**config.mk**
```make
export PLATFORM = sky130hd
export DESIGN_NAME = eisa_slave_glue
export DESIGN_NICKNAME = d
export VERILOG_FILES = /design/src/rtl/eisa_slave_glue.sv
export SDC_FILE = /design/constraint.sdc
export NUM_CORES = 1
export LEC_CHECK = 0
export ABC_AREA = 1
export BUFFER_PORTS_ARGS = -buffer_cell sky130_fd_sc_hd__buf_2
export CORE_MARGIN = 1
export CORE_UTILIZATION = 35
export DETAILED_ROUTE_END_ITERATION = 10
export PLACE_DENSITY_LB_ADDON = 0.3
export SLEW_MARGIN = 20
export SYNTH_ARGS = -nofsm -noshare
export SYNTH_HDL_FRONTEND = slang
export SYNTH_SLANG_ARGS = --single-unit
```
**constraint.sdc**
```tcl
create_clock -name bclk -period 1.6 [get_ports bclk]
set_input_delay 0.16 -clock bclk [delete_from_list [all_inputs] [get_ports bclk]]
set_output_delay 0.16 -clock bclk [all_outputs]
set_load 0.01 [all_outputs]
```
**src/rtl/eisa_slave_glue.sv**
```systemverilog
module eisa_slave_glue #(
  parameter int AW = 12
) (
  input  logic          bclk,
  input  logic          rst_n,
  input  logic [AW-1:0] io_base,
  input  logic [AW-1:0] addr_hi,
  input  logic          aen,
  input  logic [3:0]    be_n,
  input  logic          start_n,
  input  logic          io_wr,
  input  logic          dma_ack_n,
  input  logic          dma_wr,
  input  logic          cycle_n,
  input  logic          ready_ret_n,
  output logic          ldev_n,
  output logic          nows_n,
  output logic [3:0]    lane_en,
  output logic          core_a1,
  output logic          rd_strobe_n,
  output logic          wr_strobe_n,
  output logic          data_oe,
  output logic          dma_cs_n,
  output logic          core_dir,
  output logic          access_err
);

  logic hit, be_ok, seen, go_io, go_dma, go;
  logic arm, arm_wr, tog, tog_n, strobe;

  assign hit = (addr_hi == io_base) && !aen;

  always_comb begin
    case (be_n)
      4'b0000, 4'b1100, 4'b0011,
      4'b1110, 4'b1101, 4'b1011, 4'b0111: be_ok = 1'b1;
      default:                            be_ok = 1'b0;
    endcase
  end

  assign ldev_n   = !hit;
  assign nows_n   = !(hit && !(seen && start_n));
  assign lane_en  = !dma_ack_n ? 4'hF : (be_ok ? ~be_n : 4'h0);
  assign core_a1  = dma_ack_n && be_ok && (be_n[1:0] == 2'b11);
  assign dma_cs_n = dma_ack_n;
  assign core_dir = dma_ack_n ? io_wr : dma_wr;

  assign go_io  = hit && dma_ack_n && !start_n && !seen;
  assign go_dma = !dma_ack_n && !cycle_n && !ready_ret_n;
  assign go     = (go_io && be_ok) || go_dma;

  always_ff @(posedge bclk or negedge rst_n) begin
    if (!rst_n) begin
      seen       <= 1'b0;
      arm        <= 1'b0;
      arm_wr     <= 1'b0;
      tog        <= 1'b0;
      access_err <= 1'b0;
    end else begin
      seen <= hit && (seen || !start_n);
      arm  <= go;
      if (go) begin
        tog    <= ~tog;
        arm_wr <= go_dma ? dma_wr : io_wr;
      end
      if (go_io && !be_ok) access_err <= 1'b1;
    end
  end

  always_ff @(negedge bclk or negedge rst_n) begin
    if (!rst_n) tog_n <= 1'b0;
    else        tog_n <= tog;
  end

  assign strobe      = arm && (tog == tog_n);
  assign rd_strobe_n = !(strobe && !arm_wr);
  assign wr_strobe_n = !(strobe && arm_wr);
  assign data_oe     = strobe && !arm_wr;

  assert_nows_needs_ldev_R5: assert property (@(posedge bclk) disable iff (!rst_n)
    !nows_n |-> !ldev_n);

  assert_half_width_R7: assert property (@(negedge bclk) disable iff (!rst_n)
    rd_strobe_n && wr_strobe_n);

  assert_err_sticky_R10: assert property (@(posedge bclk) disable iff (!rst_n)
    access_err |=> access_err);

  assert_oe_has_lanes_R3: assert property (@(posedge bclk) disable iff (!rst_n)
    data_oe |-> (lane_en != 4'h0));

  assert_dma_select_R8: assert property (@(posedge bclk) disable iff (!rst_n)
    !dma_ack_n |-> (!dma_cs_n && core_dir == dma_wr));

endmodule

```
======== Word level (Yosys, flattened, before mapping) ========
Index checks and enable logic that the tools add are counted.
cells by class
  muxes and demuxes ....................... 5
  bitwise gates (word level) .............. 2
  reductions and logical operators ........ 33
  equality and inequality tests ........... 9
operator list
  cell                  count
  $eq A4 B4 Y1 const B  4
  $logic_and A1 B1 Y1   16
  $logic_not A1 Y1      13
  $eq A12 B12 Y1        1
  $mux W4               2
  $reduce_or A7 Y1      1
  $eq A4 B2 Y1 const B  1
  $eq A4 B3 Y1 const B  1
  $logic_not A4 Y1      1
  $not A4 Y4            1
  $mux W1               3
  $eq A2 B2 Y1 const B  1
  $logic_or A1 B1 Y1    2
  $eq A1 B1 Y1          1
  $not A1 Y1            1
word-level totals
  bits in registers ....................... 6
  logic and storage cells ................. 55

======== Longest topological paths before layout ========
Gate-level depths: netlist of run 1.
  word-level depth ........................ 7
  mapped depth ............................ 10
  depth with buffers taken out ............ 10

==> results.py, run 1 <==
metrics = {
    "worst_setup_path": {
        "required_ns": 1.44,
        "cp_max_fo": 2,
        "reg2regPathDepth": 0,
        "r2r-start": "tog",
        "critPathKind": "reg -> out",
        "cp-start-kind": "register",
        "crit_path_end_kind": "output pin",
        "rrSetupSlack_ns": 0.24,
        "cp.arrival_ns": 1.92,
        "reg2reg_to": "tog_n",
    },
    "timing": {
        "slew_headroom_pct": 87.1,
        "finalMaxSlewViolations": 0,
        "fin_ws_ns": -0.480,
        "worst_pin_slew_ns": 0.193,
        "setup_viol": 3,
        "fin_skew_ns": 0.00699,
        "hold_viol_final": 0,
        "rsz0062_at_grt": "yes",
        "hold-worst-slack_ns": 0.159,
    },
    "floorplan": {
        "rows": 15,
        "dieHeight_um": 45.0,
        "die_w_um": 45.0,
        "io_pins": 50,
        "dieArea_mm2": 0.00202,
        "start_util_pct": 37.4,
        "core-area_mm2": 0.00173,
    },
    "global_routing": {
        "grtUsageTotal_pct": 16.8,
        "antenna_found_initial": 0,
        "grt_pass1_vias": 690,
        "grt_overflow": 0,
        "grt_max_degree": 10,
        "grt_pass1_wl_mm": 2.52,
    },
    "detailed_routing": {
        "drtAntennaViolNets": 0,
        "vias_per_cell": 4.35,
        "routed_wl_mm": 1.55,
        "firstDrtPassIters": 4,
        "drc": 0,
        "drt_iter0_markers": 15,
        "wl_per_cell_um": 8.18,
        "num_vias": 826,
    },
    "placement": {
        "place_area_um2": 922,
        "io_buffers": 49,
        "routabilityCongestion": 0.683,
        "placedCellCount": 185,
        "dp_hpwl_mm": 1.34,
    },
    "synthesis": {
        "yosys_warnings": 0,
        "syn-cell-area_um2": 646,
        "syn_area_per_cell_um2": 5.76,
        "yosys_register_bits": 6,
        "synth_simple_gate_area_share_pct": 51.6,
        "synth_mux_area_share_pct": 0,
        "synth_xor_area_share_pct": 2.71,
        "synth_top_family_by_area": "simple AND/OR/NAND/NOR gates",
        "synth_compound_area_share_pct": 7.36,
        "synth_cell_types": 20,
        "yosysSeqAreaShare_pct": 23.3,
        "synth_cells": 112,
        "synth_nets": 149,
        "synthAdderAreaFrac_pct": 0,
    },
    "clocking": {
        "cts_tree": "yes",
        "cts_htree_levels": 1,
        "clockBufferDepth": 2,
        "cts_made_buffers": 3,
        "cts_root_buf": "clkbuf_4",
        "cts_sinks": 6,
        "worstSkewPairLatency_ns": 0.25,
        "postCtsSetupRepairBufs": 0,
        "path_clk_slew_ns": 0.04,
    },
    "outcome": {
        "status": "complete, but fails checks",
        "violations": "setup timing",
    },
    "finish": {
        "drive_gt1_share_pct": 38.2,
        "areaGrowthSynthToFinish_pct": 49.8,
        "fin_nets": 203,
        "antenna_cells": 0,
        "fillCellCount": 178,
        "final_area_um2": 967,
        "final_cell_count_no_fill": 190,
    },
    "power_and_ir_drop": {
        "p_per_area_mw_per_mm2": 544,
        "ir_worst_vdd_mv": 0.359,
        "leakagePower_nw": 0.586,
        "power_mw": 0.526,
    },
    "min_path": {
        "min_to": "seen",
        "min_path_type": "in -> reg",
        "min_from": "start_n",
        "hold_path_depth": 2,
    },
    "run": {
        "max-cap-violations": 0,
    },
}
-- logic make-up (layout without fill, tap and decap cells) --
kind of cell	count (synthesis)	count (layout)
simple gates	70	70
buf+inv	25	78
flops	6	6
compound gates	9	9
xor+xnor	2	2
-- power by group --
| group | switching [mW] | internal [mW] | leakage (nW) |
|---|---|---|---|
| sequential | 0.0144 | 0.170 | 0.0783 |
| combinational | 0.103 | 0.0866 | 0.493 |
| clock | 0.0567 | 0.0946 | 0.0150 |
-- cells in the final DEF (no fill, tap or decap), types with 2 or more instances in the layout --
cell | synthesis | final
nand2_1 | 40 | 40
o21ai_1 | 2 | 2
clkbuf_4 | 0 | 3
inv_1 | 23 | 21
dfrtp_1 | 5 | 5
nand3_1 | 5 | 5
nor2_4 | 2 | 3
inv_2 | 1 | 3
xnor2_1 | 2 | 2
buf_2 | 0 | 48
o21ai_0 | 5 | 5
nor2_1 | 17 | 15
-- cells in the mapped netlist, drive strengths merged --
library cell	number	area [µm²]
o21bai	1	7.51
nand4	2	27.5
or3	1	11.3
nor3	2	21.3
dfrtn	1	25.0
nand3	5	25.0
dfrtp	5	125
nor2	19	86.3
inv	24	90.1
nand2	41	161
buf	1	7.51
a21oi	1	5.00
xnor2	2	17.5
o21ai	7	35.0
-- through the flow --
stage / TNS [ns] / setup WS (ns) / util, %
after floorplan: -0.261 / -0.160 / -
after global placement: -0.517 / -0.229 / 53.4
after detailed placement: -0.624 / -0.270 / 53.4
after CTS: -1.42 / -0.522 / 55.9
after global routing: -1.66 / -0.586 / 56.0
final: -1.33 / -0.480 / 56.0
-- critical path, cell delays in order (launching register included) --
cell	delay (ns)
dfrtn_1	0.34
nand2_1	0.06
nand2_1	0.06
nor2_2	0.13
inv_2	0.05
nor2_4	0.08
inv_2	0.04
buf_6	0.11
-- worst max-delay path by stage --
stage	startpoint	to	cells after the start
after floorplan	tog_n	rd_strobe_n	6
after global placement	tog_n	rd_strobe_n	7
after detailed placement	tog_n	rd_strobe_n	7
after CTS	tog_n	rd_strobe_n	6
after global routing	tog_n	rd_strobe_n	7
final	tog_n	rd_strobe_n	7
-- layer usage --
metal | vias to the layer above | wire length [µm] | track usage (%)
met1 | 350 | 659 | 18.7
li1 | 443 | - | -
met4 | 0 | 0 | 9.09
met5 | - | 0 | 0
met2 | 33 | 798 | 30.1
met3 | 0 | 97 | 2.80
-- registers in the layout (all words and copies together) (netlist names) --
name and cells:
seen 1, access_err 1, arm 1, arm_wr 1, tog_n 1, tog 1
-- what timing repair did --
action	in CTS	in global routing
hold buffers	1	0
setup endpoints to repair	3	3
gates resized for setup	1	2
pin swaps	3	1
endpoints found under the hold margin	5	0
-- final cells by class --
| type | instances | area (µm²) | share of cell area, % |
|---|---|---|---|
| multi-input combinational | 81 | 408 | 42.2 |
| inverter | 24 | 90.1 | 9.31 |
| sequential | 6 | 150 | 15.5 |
| tap | 25 | 31.3 | 3.23 |
| timing repair buffer | 50 | 262 | 27.0 |
| clock buffer | 4 | 26.3 | 2.72 |
Power figures use the tool's default switching activity.
==> inputs of run 2 (changes only) <==
Settings changed: ABC_AREA 1 to not set.
==> run 2 against run 1 <==
Against the previous run: the run still ends with setup timing left; global-route usage shrank 0.94 points; combinational power up 14%; clock skew up 0.0048 ns; design area fell by 8.4%; critical path type unchanged.
==> results.py, run 2 <==
metrics = {
    "worst_setup_path": {
        "cp.arrival_ns": 2.02,
        "reg2reg_to": "tog_n",
        "cp_max_fo": 2,
        "cp_cell_sequence": "xnor2_2 > nand2_1 > or2_4 > buf_2",
        "cp_slowest_stage_delay_ns": 0.42,
        "cp-start-kind": "register",
        "critPathKind": "reg -> out",
        "worst_path_max_delay_cell": "dfrtn_1",
        "rrSetupSlack_ns": 0.20,
        "required_ns": 1.44,
        "crit_path_end_kind": "output pin",
        "r2r-start": "tog",
        "reg2regPathDepth": 0,
    },
    "run": {
        "max-cap-violations": 0,
    },
    "detailed_routing": {
        "drtAntennaViolNets": 0,
        "top_layer_used": "met4",
        "wl_per_cell_um": 9.01,
        "num_vias": 653,
        "drt_iter0_markers": 2,
        "firstDrtPassIters": 2,
        "wl_met1_um": 508,
        "routed_wl_mm": 1.22,
        "vias_per_cell": 4.84,
        "drc": 0,
        "route.met3.wl_um": 125,
        "wl_met2_um": 544,
    },
    "finish": {
        "fillCellCount": 125,
        "fin_nets": 158,
        "antenna_cells": 0,
        "drive_gt1_share_pct": 53.3,
        "layout_commonest_cell": "buf_2",
        "final_cell_mix": "buf_2, xor2_1, nand2_1, dfrtp_1",
        "areaGrowthSynthToFinish_pct": 62.0,
    },
    "clocking": {
        "cts_tree": "yes",
        "cts_root_buf": "clkbuf_4",
        "cts_htree_levels": 1,
        "worstSkewPairLatency_ns": 0.25,
        "path_clk_slew_ns": 0.05,
        "clockBufferDepth": 2,
        "cts_sinks": 6,
        "cts_made_buffers": 3,
        "postCtsSetupRepairBufs": 0,
    },
    "timing": {
        "worst_pin_slew_ns": 0.286,
        "tns_ns": -1.53,
        "hold_viol_final": 0,
        "slew_headroom_pct": 80.9,
        "rsz0062_at_grt": "yes",
        "finalMaxSlewViolations": 0,
        "fin_ws_ns": -0.582,
        "fin_skew_ns": 0.0118,
        "setup_viol": 3,
    },
    "power_and_ir_drop": {
        "p_per_area_mw_per_mm2": 666,
        "p_sw_mw": 0.185,
        "leakagePower_nw": 0.452,
        "seqPwrFrac_pct": 36.9,
        "pwr-share-comb_pct": 36.8,
        "internal-power_mw": 0.405,
        "sw_frac_of_total_pct": 31.4,
        "ir_worst_vdd_mv": 0.370,
        "clkPwrFrac_pct": 26.3,
    },
    "global_routing": {
        "grt_pass1_wl_mm": 2.14,
        "grt_overflow": 0,
        "grt_pass1_vias": 604,
        "grtUsageTotal_pct": 15.9,
        "grt_max_degree": 10,
        "antenna_found_initial": 0,
    },
    "synthesis": {
        "yosys-top-cells-area": "dfrtp_1, xor2_1, o41ai_4",
        "syn_area_per_cell_um2": 8.68,
        "synth_most_common_cell": "xor2_1",
        "synth.top_cells.by_count": "xor2_1, dfrtp_1, nand2_1",
        "synth_cells": 63,
        "synth_top_area_share_pct": 22.9,
        "yosysTopAreaCell": "dfrtp_1",
        "async_flop_share_pct": 100,
        "synth_nets": 100,
        "synth_cell_types": 26,
        "yosysSeqAreaShare_pct": 27.5,
        "synthFlopType": "dfrtp_1",
        "yosys_register_bits": 6,
        "synth_edf_count": 0,
        "yosys_warnings": 0,
        "syn-cell-area_um2": 547,
    },
    "min_path": {
        "min_to": "seen",
        "hold_path_depth": 2,
        "min_path_type": "in -> reg",
        "min_from": "start_n",
    },
    "floorplan": {
        "core-area_mm2": 0.00138,
        "io_pins": 50,
        "rows": 13,
        "die_w_um": 41.5,
        "dieHeight_um": 41.5,
        "start_util_pct": 39.5,
        "dieArea_mm2": 0.00172,
    },
    "placement": {
        "routabilityCongestion": 0.746,
        "io_buffers": 49,
        "dp_hpwl_mm": 1.06,
        "dp_worst_setup_slack_ns": -0.318,
    },
    "outcome": {
        "status": "complete, but fails checks",
        "violations": "setup timing",
    },
}
-- run 2: cell count changes after synthesis, moves of 2 or more --
cell,change
nor4_1,+3
nor3_1,+3
xor2_1,+13
inv_1,-19
o21ai_1,-2
or3_1,+2
nand3_1,-3
nand2_1,-35
a21oi_1,+3
nor2_4,-2
o21ai_0,-2
nor2_1,-14
-- run 2: layout make-up --
| cell class | instances | area (µm²) | share of cell area [%] |
|---|---|---|---|
| Timing Repair Buffer | 54 | 292 | 32.9 |
| Inverter | 4 | 15.0 | 1.69 |
| Sequential cell | 6 | 150 | 16.9 |
| Tap cell | 15 | 18.8 | 2.12 |
| Clock buffer | 4 | 26.3 | 2.97 |
| Multi-Input combinational cell | 52 | 384 | 43.4 |
-- run 2: worst max-delay path, delay by kind of cell, from the launching register on --
kind	cells	cell delay, ns
flip-flops	1	0.42
buffers and inverters	1	0.14
XOR/XNOR	1	0.12
AND/OR/NAND/NOR	2	0.30
-- run 2: kinds of logic (layout without fill, tap and decap cells) --
| family | count (synthesis) | after routing | synth area share, % |
|---|---|---|---|
| mux | 2 | 2 | 3.89 |
| simple gates | 22 | 22 | 20.1 |
| buf+inv | 5 | 62 | 4.12 |
| compound gates | 14 | 14 | 22.0 |
| xor+xnor | 14 | 14 | 22.4 |
| flops | 6 | 6 | 27.5 |
-- run 2: per-layer routing --
metal	up-vias	global-route usage, %
met4	0	11.6
met3	5	2.61
met1	267	17.3
li1	338	-
met5	-	0
met2	43	27.2
-- run 2: worst max path at each step --
stage | startpoint | to | depth (start not counted) | slack [ns]
after floorplan | tog_n | data_oe | 4 | -0.25
after global placement | tog_n | data_oe | 5 | -0.31
after detailed placement | tog_n | data_oe | 5 | -0.32
after CTS | tog_n | data_oe | 5 | -0.58
after global routing | tog_n | data_oe | 5 | -0.67
final | tog_n | rd_strobe_n | 4 | -0.58
-- run 2: repair_timing --
| item | CTS | global route |
|---|---|---|
| hold endpoints to repair | 5 | 0 |
| pin swaps | 2 | 2 |
| gates resized for setup | 1 | 1 |
| hold buffers | 1 | 0 |
| endpoints found under the setup margin | 3 | 3 |
-- run 2: stage by stage --
| step | cell area (µm²) | power [mW] | utilization [%] | std cells | hold WS, ns |
|---|---|---|---|---|---|
| after floorplan | 549 | 0.314 | - | 63 | -0.136 |
| after global placement | 836 | 0.403 | 60.5 | 130 | -0.0164 |
| after detailed placement | 836 | 0.409 | 60.5 | 130 | -0.0113 |
| after CTS | 878 | 0.576 | 63.5 | 135 | 0.157 |
| after global routing | 886 | 0.640 | 64.1 | 135 | 0.163 |
| final | 886 | 0.590 | 64.1 | 135 | 0.167 |
-- run 2: power groups by stage --
stage | Clock (mW) | Combinational (mW) | Sequential (mW)
CTS | 0.163 | 0.205 | 0.208
finish | 0.155 | 0.217 | 0.217
detailed placement | 0 | 0.199 | 0.210
global route | 0.174 | 0.246 | 0.220
global placement | 0 | 0.194 | 0.209
floorplan | 0 | 0.109 | 0.206
==> inputs of run 3 (changes only) <==
Settings changed: ABC_AREA set to 1, RECOVER_POWER set to 25.
==> run 3 against run 2 <==
Against the previous run: the flow still finishes with violations (setup timing); design area rose by 9.0%; non-clock buffer count shrank 4; register-to-register slack gained 0.04 ns; critical path type unchanged; critical endpoint unchanged; highest routed layer is now met3.
==> results.py, run 3 (synthesis results as in run 1) <==
metrics = {
    "global_routing": {
        "grt_pass1_vias": 690,
        "grtUsageTotal_pct": 16.8,
        "grt_overflow": 0,
        "antenna_found_initial": 0,
        "grt_max_degree": 10,
        "grt_pass1_wl_mm": 2.52,
    },
    "worst_setup_path": {
        "cp_max_fo": 2,
        "crit_path_end_kind": "output pin",
        "r2r-start": "tog",
        "cp.arrival_ns": 1.92,
        "startpoint": "tog_n",
        "critPathKind": "reg -> out",
        "cp_cell_sequence": "nand2_1 > nand2_1 > nor2_2 > inv_2 > nor2_4 > inv_2 > buf_6",
        "endpoint": "rd_strobe_n",
        "rrSetupSlack_ns": 0.24,
        "reg2reg_to": "tog_n",
        "reg2regPathDepth": 0,
        "required_ns": 1.44,
        "cp-start-kind": "register",
        "cp_slowest_stage_delay_ns": 0.34,
        "worst_path_max_delay_cell": "dfrtn_1",
    },
    "clocking": {
        "cts_htree_levels": 1,
        "cts_sinks": 6,
        "cts_tree": "yes",
        "cts_root_buf": "clkbuf_4",
        "worstSkewPairLatency_ns": 0.25,
        "postCtsSetupRepairBufs": 0,
        "cts_made_buffers": 3,
        "clockBufferDepth": 2,
        "path_clk_slew_ns": 0.04,
    },
    "finish": {
        "fin_nets": 203,
        "areaGrowthSynthToFinish_pct": 49.6,
        "final_cell_mix": "buf_2, nand2_1, inv_1, nor2_1",
        "final_cell_count_no_fill": 190,
        "final_area_um2": 966,
        "antenna_cells": 0,
        "final_core_util_pct": 55.9,
        "layout_commonest_cell": "buf_2",
        "drive_gt1_share_pct": 37.6,
    },
    "detailed_routing": {
        "firstDrtPassIters": 4,
        "num_vias": 826,
        "vias_per_cell": 4.35,
        "drtAntennaViolNets": 0,
        "drc": 0,
        "drt_iter0_markers": 15,
        "routed_wl_mm": 1.55,
        "wl_per_cell_um": 8.17,
    },
    "timing": {
        "worst_pin_slew_ns": 0.313,
        "rsz0062_at_grt": "yes",
        "fin_ws_ns": -0.480,
        "setup_viol": 3,
        "finalMaxSlewViolations": 0,
        "slew_headroom_pct": 79.1,
        "fin_skew_ns": 0.00699,
        "hold_viol_final": 0,
    },
    "power_and_ir_drop": {
        "internal-power_mw": 0.351,
        "clkPwrFrac_pct": 28.8,
        "sw_frac_of_total_pct": 33.2,
        "p_sw_mw": 0.174,
        "ir_worst_vdd_mv": 0.359,
        "leakagePower_nw": 0.584,
        "seqPwrFrac_pct": 35.1,
        "power_mw": 0.525,
        "pwr-share-comb_pct": 36.1,
        "p_per_area_mw_per_mm2": 544,
    },
    "run": {
        "max-cap-violations": 0,
    },
    "placement": {
        "place_area_um2": 922,
        "dp_worst_setup_slack_ns": -0.270,
        "placedCellCount": 185,
        "io_buffers": 49,
        "dp_hpwl_mm": 1.34,
        "routabilityCongestion": 0.683,
    },
    "outcome": {
        "status": "complete, but fails checks",
        "violations": "setup timing",
    },
    "floorplan": {
        "die_w_um": 45.0,
        "rows": 15,
        "dieHeight_um": 45.0,
        "dieArea_mm2": 0.00202,
        "core-area_mm2": 0.00173,
        "start_util_pct": 37.4,
        "io_pins": 50,
    },
    "min_path": {
        "min_path_type": "in -> reg",
    },
}
[run 3: cell count changes in the layout (fill, tap and decap cells not counted), sizes merged, moves of 4 or more]
cell and change:
a21oi -4, buf -5, inv +20, nand2 +36, nor2 +16, xor2 -13
[run 3: routing by layer]
| metal | vias to the layer above | track usage, % | share of wire [%] |
|---|---|---|---|
| met5 | - | 0 | 0 |
| met1 | 350 | 18.7 | 42 |
| met3 | 0 | 2.80 | 6.3 |
| met2 | 33 | 30.1 | 51 |
| li1 | 443 | - | - |
| met4 | 0 | 9.09 | 0 |
[run 3: worst min-delay path by stage]
stage | start | end | slack [ns] | depth (start not counted)
floorplan | rst_n | access_err | -0.14 | 0
global placement | rst_n | arm_wr | -0.01 | 1
detailed placement | rst_n | arm_wr | -0.01 | 1
CTS | start_n | seen | 0.16 | 2
global route | start_n | seen | 0.16 | 2
finish | start_n | seen | 0.16 | 2
[run 3: cell type report]
type | count | area, µm²
clock buffer | 4 | 26.3
fill | 179 | 761
inverter | 24 | 90.1
multi-input combinational | 81 | 408
sequential | 6 | 150
tap | 25 | 31.3
timing repair buffer | 50 | 260
[run 3: power groups by stage]
stage	sequential (mW)	combinational, mW	clock [mW]
floorplan	0.183	0.103	0
global placement	0.185	0.178	0
detailed placement	0.187	0.185	0
CTS	0.185	0.189	0.157
global route	0.186	0.216	0.174
finish	0.185	0.189	0.151
[run 3: repair_timing]
item,4_1_cts,5_1_grt
hold endpoints to repair,5,0
hold buffers,1,0
setup endpoints to repair,3,3
pin swaps,3,1
gates resized for setup,1,2
[run 3: metrics by stage]
step,hold slack (ns),TNS (ns)
after detailed placement,-0.0109,-0.624
final,0.159,-1.33
after floorplan,-0.136,-0.261
after CTS,0.159,-1.42
after global placement,-0.0131,-0.517
after global routing,0.160,-1.66
[run 3: critical path, delay by kind of cell (launching register included)]
| family | cells | cell delay (ns) |
|---|---|---|
| DFF | 1 | 0.34 |
| buffers and inverters | 3 | 0.20 |
| and+or+nand+nor | 4 | 0.33 |
